[config.mk]
export PLATFORM = sky130hd
export DESIGN_NAME = idx_ldst_unit
export DESIGN_NICKNAME = d
export VERILOG_FILES = /design/src/rtl/idx_ldst_pkg.sv /design/src/rtl/idx_ldst_decode.sv /design/src/rtl/idx_ldst_align.sv /design/src/rtl/idx_ldst_extract.sv /design/src/rtl/idx_ldst_unit.sv
export SDC_FILE = /design/constraint.sdc
export NUM_CORES = 1
export LEC_CHECK = 0
export ABC_AREA = 1
export BUFFER_PORTS_ARGS = -buffer_cell sky130_fd_sc_hd__buf_2
export CORE_MARGIN = 1.5
export CORE_UTILIZATION = 30
export DETAILED_ROUTE_END_ITERATION = 16
export SLEW_MARGIN = 5
export SYNTH_ARGS = -nofsm -noshare
export SYNTH_HDL_FRONTEND = slang
export SYNTH_SLANG_ARGS = --single-unit
export TNS_END_PERCENT = 100
[constraint.sdc]
create_clock -name clk -period 3.49 [get_ports clk]
set_input_delay 1.047 -clock clk [delete_from_list [all_inputs] [get_ports clk]]
set_output_delay 1.047 -clock clk [all_outputs]
set_load 0.01 [all_outputs]
[src/rtl/idx_ldst_pkg.sv]
package idx_ldst_pkg;

    localparam logic [5:0] OP_LOAD  = 6'h36;
    localparam logic [5:0] OP_STORE = 6'h3E;

    typedef enum logic [2:0] {
        EXC_NONE     = 3'd0,
        EXC_RSVD     = 3'd1,
        EXC_COP      = 3'd2,
        EXC_ALIGN_LD = 3'd3,
        EXC_ALIGN_ST = 3'd4
    } exc_e;

    typedef struct packed {
        logic       hit;
        logic       is_load;
        logic       to_fpr;
        logic [1:0] size_log;
        logic       prefetch;
        exc_e       exc;
    } dec_t;

endpackage

[src/rtl/idx_ldst_decode.sv]
module idx_ldst_decode
    import idx_ldst_pkg::*;
#(
    parameter int LANE_W = 3
) (
    input  logic              ext_en_i,
    input  logic              cp1_en_i,
    input  logic [5:0]        major_i,
    input  logic [4:0]        rt_i,
    input  logic [2:0]        minor_i,
    input  logic [LANE_W-1:0] lane_i,
    output dec_t              dec_o
);
    logic              legal;
    logic [LANE_W:0]   span;
    logic [LANE_W-1:0] mask;
    logic              misalign;

    always_comb begin
        dec_o          = '0;
        dec_o.hit      = ext_en_i && (major_i == OP_LOAD || major_i == OP_STORE);
        dec_o.is_load  = (major_i == OP_LOAD);
        legal          = 1'b1;
        unique case (minor_i)
            3'd0, 3'd1, 3'd2, 3'd3: begin
                dec_o.size_log = minor_i[1:0];
                dec_o.to_fpr   = 1'b0;
            end
            3'd6: begin
                dec_o.size_log = 2'd2;
                dec_o.to_fpr   = 1'b1;
            end
            3'd7: begin
                dec_o.size_log = 2'd3;
                dec_o.to_fpr   = 1'b1;
            end
            default: begin
                dec_o.size_log = 2'd0;
                dec_o.to_fpr   = 1'b0;
                legal          = 1'b0;
            end
        endcase
        dec_o.prefetch = dec_o.is_load && (rt_i == 5'd0);
        span     = (LANE_W+1)'(1) << dec_o.size_log;
        mask     = LANE_W'(span - (LANE_W+1)'(1));
        misalign = (lane_i & mask) != '0;

        if (!dec_o.hit)                     dec_o.exc = EXC_NONE;
        else if (!legal)                    dec_o.exc = EXC_RSVD;
        else if (dec_o.to_fpr && !cp1_en_i) dec_o.exc = EXC_COP;
        else if (dec_o.prefetch)            dec_o.exc = EXC_NONE;
        else if (misalign)                  dec_o.exc = dec_o.is_load ? EXC_ALIGN_LD : EXC_ALIGN_ST;
        else                                dec_o.exc = EXC_NONE;
    end
endmodule

[src/rtl/idx_ldst_align.sv]
module idx_ldst_align #(
    parameter int DATA_W = 64,
    localparam int BYTES  = DATA_W / 8,
    localparam int LANE_W = $clog2(BYTES)
) (
    input  logic [1:0]        size_log_i,
    input  logic [LANE_W-1:0] lane_i,
    input  logic [DATA_W-1:0] src_i,
    output logic [BYTES-1:0]  be_o,
    output logic [DATA_W-1:0] wdata_o
);
    logic [LANE_W:0]   span;
    logic [LANE_W-1:0] mask;

    assign span = (LANE_W+1)'(1) << size_log_i;
    assign mask = LANE_W'(span - (LANE_W+1)'(1));

    for (genvar b = 0; b < BYTES; b++) begin : g_lane
        localparam logic [LANE_W-1:0] B = LANE_W'(b);
        logic [LANE_W-1:0] src_byte;
        assign src_byte            = B & mask;
        assign wdata_o[b*8 +: 8]   = src_i[src_byte*8 +: 8];
        assign be_o[b]             = ((B & ~mask) == (lane_i & ~mask));
    end
endmodule

[src/rtl/idx_ldst_extract.sv]
module idx_ldst_extract #(
    parameter int DATA_W = 64,
    localparam int BYTES  = DATA_W / 8,
    localparam int LANE_W = $clog2(BYTES),
    localparam int HALF   = DATA_W / 2
) (
    input  logic [DATA_W-1:0] rdata_i,
    input  logic [LANE_W-1:0] lane_i,
    input  logic [1:0]        size_log_i,
    input  logic              to_fpr_i,
    input  logic [DATA_W-1:0] fpr_old_i,
    output logic [DATA_W-1:0] data_o
);
    logic [DATA_W-1:0] shifted;
    logic              unused_low;

    assign shifted    = rdata_i >> {lane_i, 3'b000};
    assign unused_low = ^fpr_old_i[HALF-1:0];

    always_comb begin
        if (to_fpr_i) begin
            data_o = (size_log_i == 2'd2) ? {fpr_old_i[DATA_W-1:HALF], shifted[HALF-1:0]}
                                          : shifted;
        end else begin
            unique case (size_log_i)
                2'd0:    data_o = {{(DATA_W-8){shifted[7]}},   shifted[7:0]};
                2'd1:    data_o = {{(DATA_W-16){shifted[15]}}, shifted[15:0]};
                2'd2:    data_o = {{(DATA_W-32){shifted[31]}}, shifted[31:0]};
                default: data_o = shifted;
            endcase
        end
    end
endmodule

[src/rtl/idx_ldst_unit.sv]
module idx_ldst_unit
    import idx_ldst_pkg::*;
#(
    parameter int DATA_W = 64,
    localparam int BYTES  = DATA_W / 8,
    localparam int LANE_W = $clog2(BYTES)
) (
    input  logic              clk,
    input  logic              rst_n,
    input  logic              valid_i,
    input  logic              ext_en_i,
    input  logic              cp1_en_i,
    input  logic [31:0]       instr_i,
    input  logic [DATA_W-1:0] rs_val_i,
    input  logic [DATA_W-1:0] rd_val_i,
    input  logic [DATA_W-1:0] rt_val_i,
    input  logic [DATA_W-1:0] fpr_val_i,
    output logic              mem_req_o,
    output logic              mem_we_o,
    output logic [DATA_W-1:0] mem_addr_o,
    output logic [BYTES-1:0]  mem_be_o,
    output logic [DATA_W-1:0] mem_wdata_o,
    input  logic [DATA_W-1:0] mem_rdata_i,
    output logic              gpr_we_o,
    output logic              fpr_we_o,
    output logic [4:0]        wb_idx_o,
    output logic [DATA_W-1:0] wb_data_o,
    output logic              exc_valid_o,
    output logic [2:0]        exc_code_o
);
    typedef struct packed {
        logic              req;
        logic              we;
        logic [DATA_W-1:0] addr;
        logic [BYTES-1:0]  be;
        logic [DATA_W-1:0] wdata;
        exc_e              exc;
        logic              ld_gpr;
        logic              ld_fpr;
        logic [4:0]        idx;
        logic [1:0]        size_log;
        logic [DATA_W-1:0] fpr_old;
        logic              gwe;
        logic              fwe;
        logic [4:0]        wb_idx;
        logic [DATA_W-1:0] wb_data;
    } st_t;

    st_t               st_d, st_q;
    dec_t              dec;
    logic [DATA_W-1:0] ea;
    logic [BYTES-1:0]  be_c;
    logic [DATA_W-1:0] wdata_c;
    logic [DATA_W-1:0] ld_data;
    logic              go;
    logic              unused_fields;

    assign unused_fields = ^{instr_i[25:21], instr_i[15:11]};
    assign ea = rs_val_i + rd_val_i + {{(DATA_W-8){instr_i[10]}}, instr_i[10:3]};

    idx_ldst_decode #(.LANE_W(LANE_W)) u_decode (
        .ext_en_i (ext_en_i),
        .cp1_en_i (cp1_en_i),
        .major_i  (instr_i[31:26]),
        .rt_i     (instr_i[20:16]),
        .minor_i  (instr_i[2:0]),
        .lane_i   (ea[LANE_W-1:0]),
        .dec_o    (dec)
    );

    idx_ldst_align #(.DATA_W(DATA_W)) u_align (
        .size_log_i (dec.size_log),
        .lane_i     (ea[LANE_W-1:0]),
        .src_i      (dec.to_fpr ? fpr_val_i : rt_val_i),
        .be_o       (be_c),
        .wdata_o    (wdata_c)
    );

    idx_ldst_extract #(.DATA_W(DATA_W)) u_extract (
        .rdata_i    (mem_rdata_i),
        .lane_i     (st_q.addr[LANE_W-1:0]),
        .size_log_i (st_q.size_log),
        .to_fpr_i   (st_q.ld_fpr),
        .fpr_old_i  (st_q.fpr_old),
        .data_o     (ld_data)
    );

    always_comb begin
        go            = valid_i && dec.hit && (dec.exc == EXC_NONE) && !dec.prefetch;
        st_d          = st_q;
        st_d.req      = go;
        st_d.we       = go && !dec.is_load;
        st_d.addr     = ea;
        st_d.be       = go ? be_c : '0;
        st_d.wdata    = wdata_c;
        st_d.exc      = (valid_i && dec.hit) ? dec.exc : EXC_NONE;
        st_d.ld_gpr   = go && dec.is_load && !dec.to_fpr;
        st_d.ld_fpr   = go && dec.is_load && dec.to_fpr;
        st_d.idx      = instr_i[20:16];
        st_d.size_log = dec.size_log;
        st_d.fpr_old  = fpr_val_i;
        st_d.gwe      = st_q.ld_gpr;
        st_d.fwe      = st_q.ld_fpr;
        st_d.wb_idx   = st_q.idx;
        st_d.wb_data  = ld_data;
    end

    always_ff @(posedge clk) begin
        if (!rst_n) st_q <= '0;
        else        st_q <= st_d;
    end

    assign mem_req_o   = st_q.req;
    assign mem_we_o    = st_q.we;
    assign mem_addr_o  = st_q.addr;
    assign mem_be_o    = st_q.be;
    assign mem_wdata_o = st_q.wdata;
    assign gpr_we_o    = st_q.gwe;
    assign fpr_we_o    = st_q.fwe;
    assign wb_idx_o    = st_q.wb_idx;
    assign wb_data_o   = st_q.wb_data;
    assign exc_valid_o = (st_q.exc != EXC_NONE);
    assign exc_code_o  = st_q.exc;

    AST_EXC_NO_REQ: assert property (@(posedge clk) disable iff (!rst_n)
        exc_valid_o |-> !mem_req_o);
    AST_EXC_NO_WB: assert property (@(posedge clk) disable iff (!rst_n)
        exc_valid_o |=> !(gpr_we_o || fpr_we_o));
    AST_WB_AFTER_READ: assert property (@(posedge clk) disable iff (!rst_n)
        (gpr_we_o || fpr_we_o) |-> $past(mem_req_o && !mem_we_o));
    AST_WB_ONE_FILE: assert property (@(posedge clk) disable iff (!rst_n)
        $onehot0({gpr_we_o, fpr_we_o}));
    AST_BE_SPAN: assert property (@(posedge clk) disable iff (!rst_n)
        mem_req_o |-> ($countones(mem_be_o) == (1 << st_q.size_log)));
    AST_NO_WRITE_ON_STORE: assert property (@(posedge clk) disable iff (!rst_n)
        (mem_req_o && mem_we_o) |=> !(gpr_we_o || fpr_we_o));
endmodule

==> impl_results.md <==
- Critical Path Source: instr_i[10]
- Yosys top cell by area: sky130_fd_sc_hd__dfxtp_1
- H-Tree Level Count: 2
- Synthesis warning total: 0
- Share of the clock period used by the worst path after layout: 95.6%
- Pins over their slew limit: 0
- Final setup violation count: 0
- Static leakage: 13.0 nW
- GRT Residual Overflow: 0
- Max Freq: roughly 300 MHz
- Synth unique cells: 50
- Setup TNS after final layout: 0 ns
- Unrepaired setup endpoints after global routing: true
- Post-synth ARST share: 0%
- Cells taking the most area after synthesis: sky130_fd_sc_hd__dfxtp_1 27%, sky130_fd_sc_hd__nand2_1 18%, sky130_fd_sc_hd__buf_4 8.4%, sky130_fd_sc_hd__inv_1 8.1%, sky130_fd_sc_hd__fa_1 6.8%
- Clock input transition at the sequential cells of the worst setup and hold paths: 0.06 ns
- Setup WS pre-CTS: -0.571 ns
- Largest net degree at the start of global routing: 106
- Share of final-layout standard cells stronger than drive strength 1: 24.7%
- Slew headroom: between 50% and 60%
- Number of nets with antenna violations after routing: 0
- Top-area cell type share of the netlist area: 26.8%
- Initial DRC Count: 1580
- Start-to-end type of the worst setup path: input pin to register
- Capturing element type of the critical path: register
- Chip Height: 254 um
- Data required time at the worst endpoint: 3.97 ns
- # rows: 91
- CTS root buf: sky130_fd_sc_hd__clkbuf_16
- Count of maximum capacitance violations: 0
- Total clock sinks: between 200 and 300
- Post-route DRC: 0
- CP Data Arrival Time: 3.81 ns
- Synthesized Nets: 3407
- Global-route wire length before repair: 110 mm
- Post-Synthesis Cells: just under 3000
- Vias per inst: 4.65
- Worst Clk Skew: 0.00967 ns
- Overall die area: 0.0644 mm^2
- Number of buffers inserted by port buffering: 559
- Tightest Hold Check Type: register to register
- Via total after detailed routing: 19900
- Total number of nets in the final design: ~4000
- Number of global-route vias before repair: 18400
- Number of CTS-inserted buffers: 34
- Met3 layer wire length in the routed design: slightly above 6 mm
- Crit path capture: mem_addr_o[57]
- DRT Wirelength: 76.6 mm
- Slew @ Worst Pin: 0.635 ns
- Fin worst setup slack: 0.155 ns
- Avg WL per Cell: 17.9 um
- Ys flop type: sky130_fd_sc_hd__dfxtp_1
- Met1 Wirelength: 31.3 mm
- Ranking of synthesized cells by instance count: 886 x sky130_fd_sc_hd__nand2_1, 405 x sky130_fd_sc_hd__inv_1, 286 x sky130_fd_sc_hd__nor2_1
- Area overhead of the layout relative to synthesis: 23.7%
- Post-layout minimum cycle time: 3.34 ns
- Reg2Reg Launch Point: mem_addr_o[0]
- Clock Tree Buf Depth: 3
- Weighted congestion at the end of routability-driven global placement: between 0.9 and 1
- Final hold vios: 0
- Power density over cell area: 511 mW/mm^2
- Insertion delay to the later sink of the worst-skew pair: 0.54 ns
- Global-route usage over all layers: 22.7%
- Ports placed on the boundary: between 500 and 600
- Netlist Area Pre-Place: 0.0189 mm^2
- Synthesized area per cell: 6.45 um^2
- Cells on worst reg2reg path: 10
- Kind of start point of the critical path: input pin
- Hold buffers post-CTS: 0
- Number of antenna violations at the first check in global routing: 21
- Share of the yosys chip area belonging to registers: 26.8%
- Clock tree from TritonCTS: yes
- Util after Layout: 37.7%
- Run status: complete, no violations
- DR pass1 iterations: 6
- Number of enable-type register cells in the synthesized netlist: 0
- Maximum fanout encountered on the critical timing path: 13
- Dominant cell by count in the synthesized netlist: sky130_fd_sc_hd__nand2_1
- Routed met2 length: 36.0 mm
- HPWL Detailed: 62.9 mm
- Initial cell density of the core: 30.5%
- Highest metal layer used by the detailed router: met5
- Post-synthesis register bit count: 253
- CORE AREA: 0.0619 mm^2
- R2R Setup Slk: 1.09 ns
- Die X-Extent: 254 um
- Reg-to-reg critical path endpoint: wb_data_o[17]
- Worst vdd rail ir drop: 0.317 mV
cell families (layout without fill, tap and decap cells):
logic type | after synthesis | after routing | synth area share, %
adders and majority gates | 126 | 126 | 10.9
and+or+nand+nor | 1351 | 1351 | 28.8
muxes | 4 | 4 | 0.212
buffers and inverters | 723 | 1224 | 19.1
other | 0 | 11 | 0
DFF | 253 | 253 | 26.8
AOI/OAI and AO/OA | 463 | 463 | 14.0
xor gates and xnor gates | 4 | 4 | 0.186
worst min-delay path by stage:
stage / start / end / slack (ns) / cells after the start
2_1_floorplan: st_d[70] / gpr_we_o / 0.39 / 2
3_3_place_gp: st_d[70] / gpr_we_o / 0.39 / 2
3_5_place_dp: st_d[70] / gpr_we_o / 0.40 / 2
4_1_cts: st_d[66] / wb_idx_o[2] / 0.41 / 2
5_1_grt: st_d[70] / gpr_we_o / 0.44 / 2
6_report: st_d[66] / wb_idx_o[2] / 0.41 / 2
power breakdown:
group          leakage (nW)  switching (W)  internal (W)  total (W)
clock                 0.556        0.00149       0.00210    0.00358
combinational          10.4        0.00306       0.00185    0.00491
sequential             2.10       0.000143       0.00329    0.00343
metal layers:
layer	up-vias	track usage, %
met5	-	0
li1	9939	-
met4	8	10.1
met1	8947	28.4
met2	846	37.9
met3	145	3.99
what timing repair did:
action	in CTS	in global routing
resized for setup	0	2
setup endpoints to repair	0	2
buffers inserted	0	0
registers in the layout, indices dropped and copies added, names as in the netlist:
register and flops:
mem_be_o 8, mem_we_o 1, mem_wdata_o 64, fpr_we_o 1
st_q 34, gpr_we_o 1, wb_data_o 64, wb_idx_o 5
exc_code_o 3, st_d 7, mem_req_o 1, mem_addr_o 64
through the flow:
| step | hold slack (ns) | total power (W) | instance area, um^2 | instances |
|---|---|---|---|---|
| 2_1_floorplan | 0.390 | 0.00662 | 18900 | 2924 |
| 3_3_place_gp | 0.393 | 0.00836 | 22200 | 4202 |
| 3_5_place_dp | 0.396 | 0.00837 | 22200 | 4202 |
| 4_1_cts | 0.410 | 0.0120 | 23300 | 4262 |
| 5_1_grt | 0.438 | 0.0127 | 23300 | 4267 |
| 6_report | 0.410 | 0.0119 | 23300 | 4273 |
cell usage in the layout (no fill, tap or decap), drive strengths merged, types with 2 or more instances in the layout:
master  instances
o21ai         178
nand4          26
ha             62
dfxtp         253
nor3           18
o21bai         10
nor2          287
fa             64
mux2i           4
nor4            3
buf           753
nand2         889
clkinv         12
a31oi           8
nand3b          7
o21a           13
o31ai          15
nand3          92
clkbuf         46
o211ai         23
o221ai         16
or2            16
a21oi         163
a211oi         10
inv           410
o311ai          4
diode          11
and2           11
xnor2           4
o22ai          20
bufinv          2
final cells by class:
cell class / instances / area, um^2
fillers: 6831 / 38600
multi-input cells: 1948 / 10200
flip-flops and latches: 253 / 5070
repair buffers: 753 / 4310
inverters: 411 / 1550
well taps: 837 / 1050
clock buffers: 46 / 956
clock inverters: 14 / 168
diodes: 11 / 27.5
critical path, cell delays in order:
cell	delay [ns]
sky130_fd_sc_hd__buf_4	0.13
sky130_fd_sc_hd__buf_12	0.15
sky130_fd_sc_hd__buf_4	0.16
sky130_fd_sc_hd__fa_1	0.48
sky130_fd_sc_hd__ha_1	0.37
sky130_fd_sc_hd__nand2_1	0.11
sky130_fd_sc_hd__nor2_1	0.25
sky130_fd_sc_hd__nand2_1	0.15
sky130_fd_sc_hd__nor2_1	0.17
sky130_fd_sc_hd__nand2_1	0.07
sky130_fd_sc_hd__nand3_1	0.22
sky130_fd_sc_hd__nand2_1	0.15
sky130_fd_sc_hd__nand3_1	0.11
sky130_fd_sc_hd__nand2_1	0.05
sky130_fd_sc_hd__nor2_1	0.18
Power figures use the tool's default switching activity.
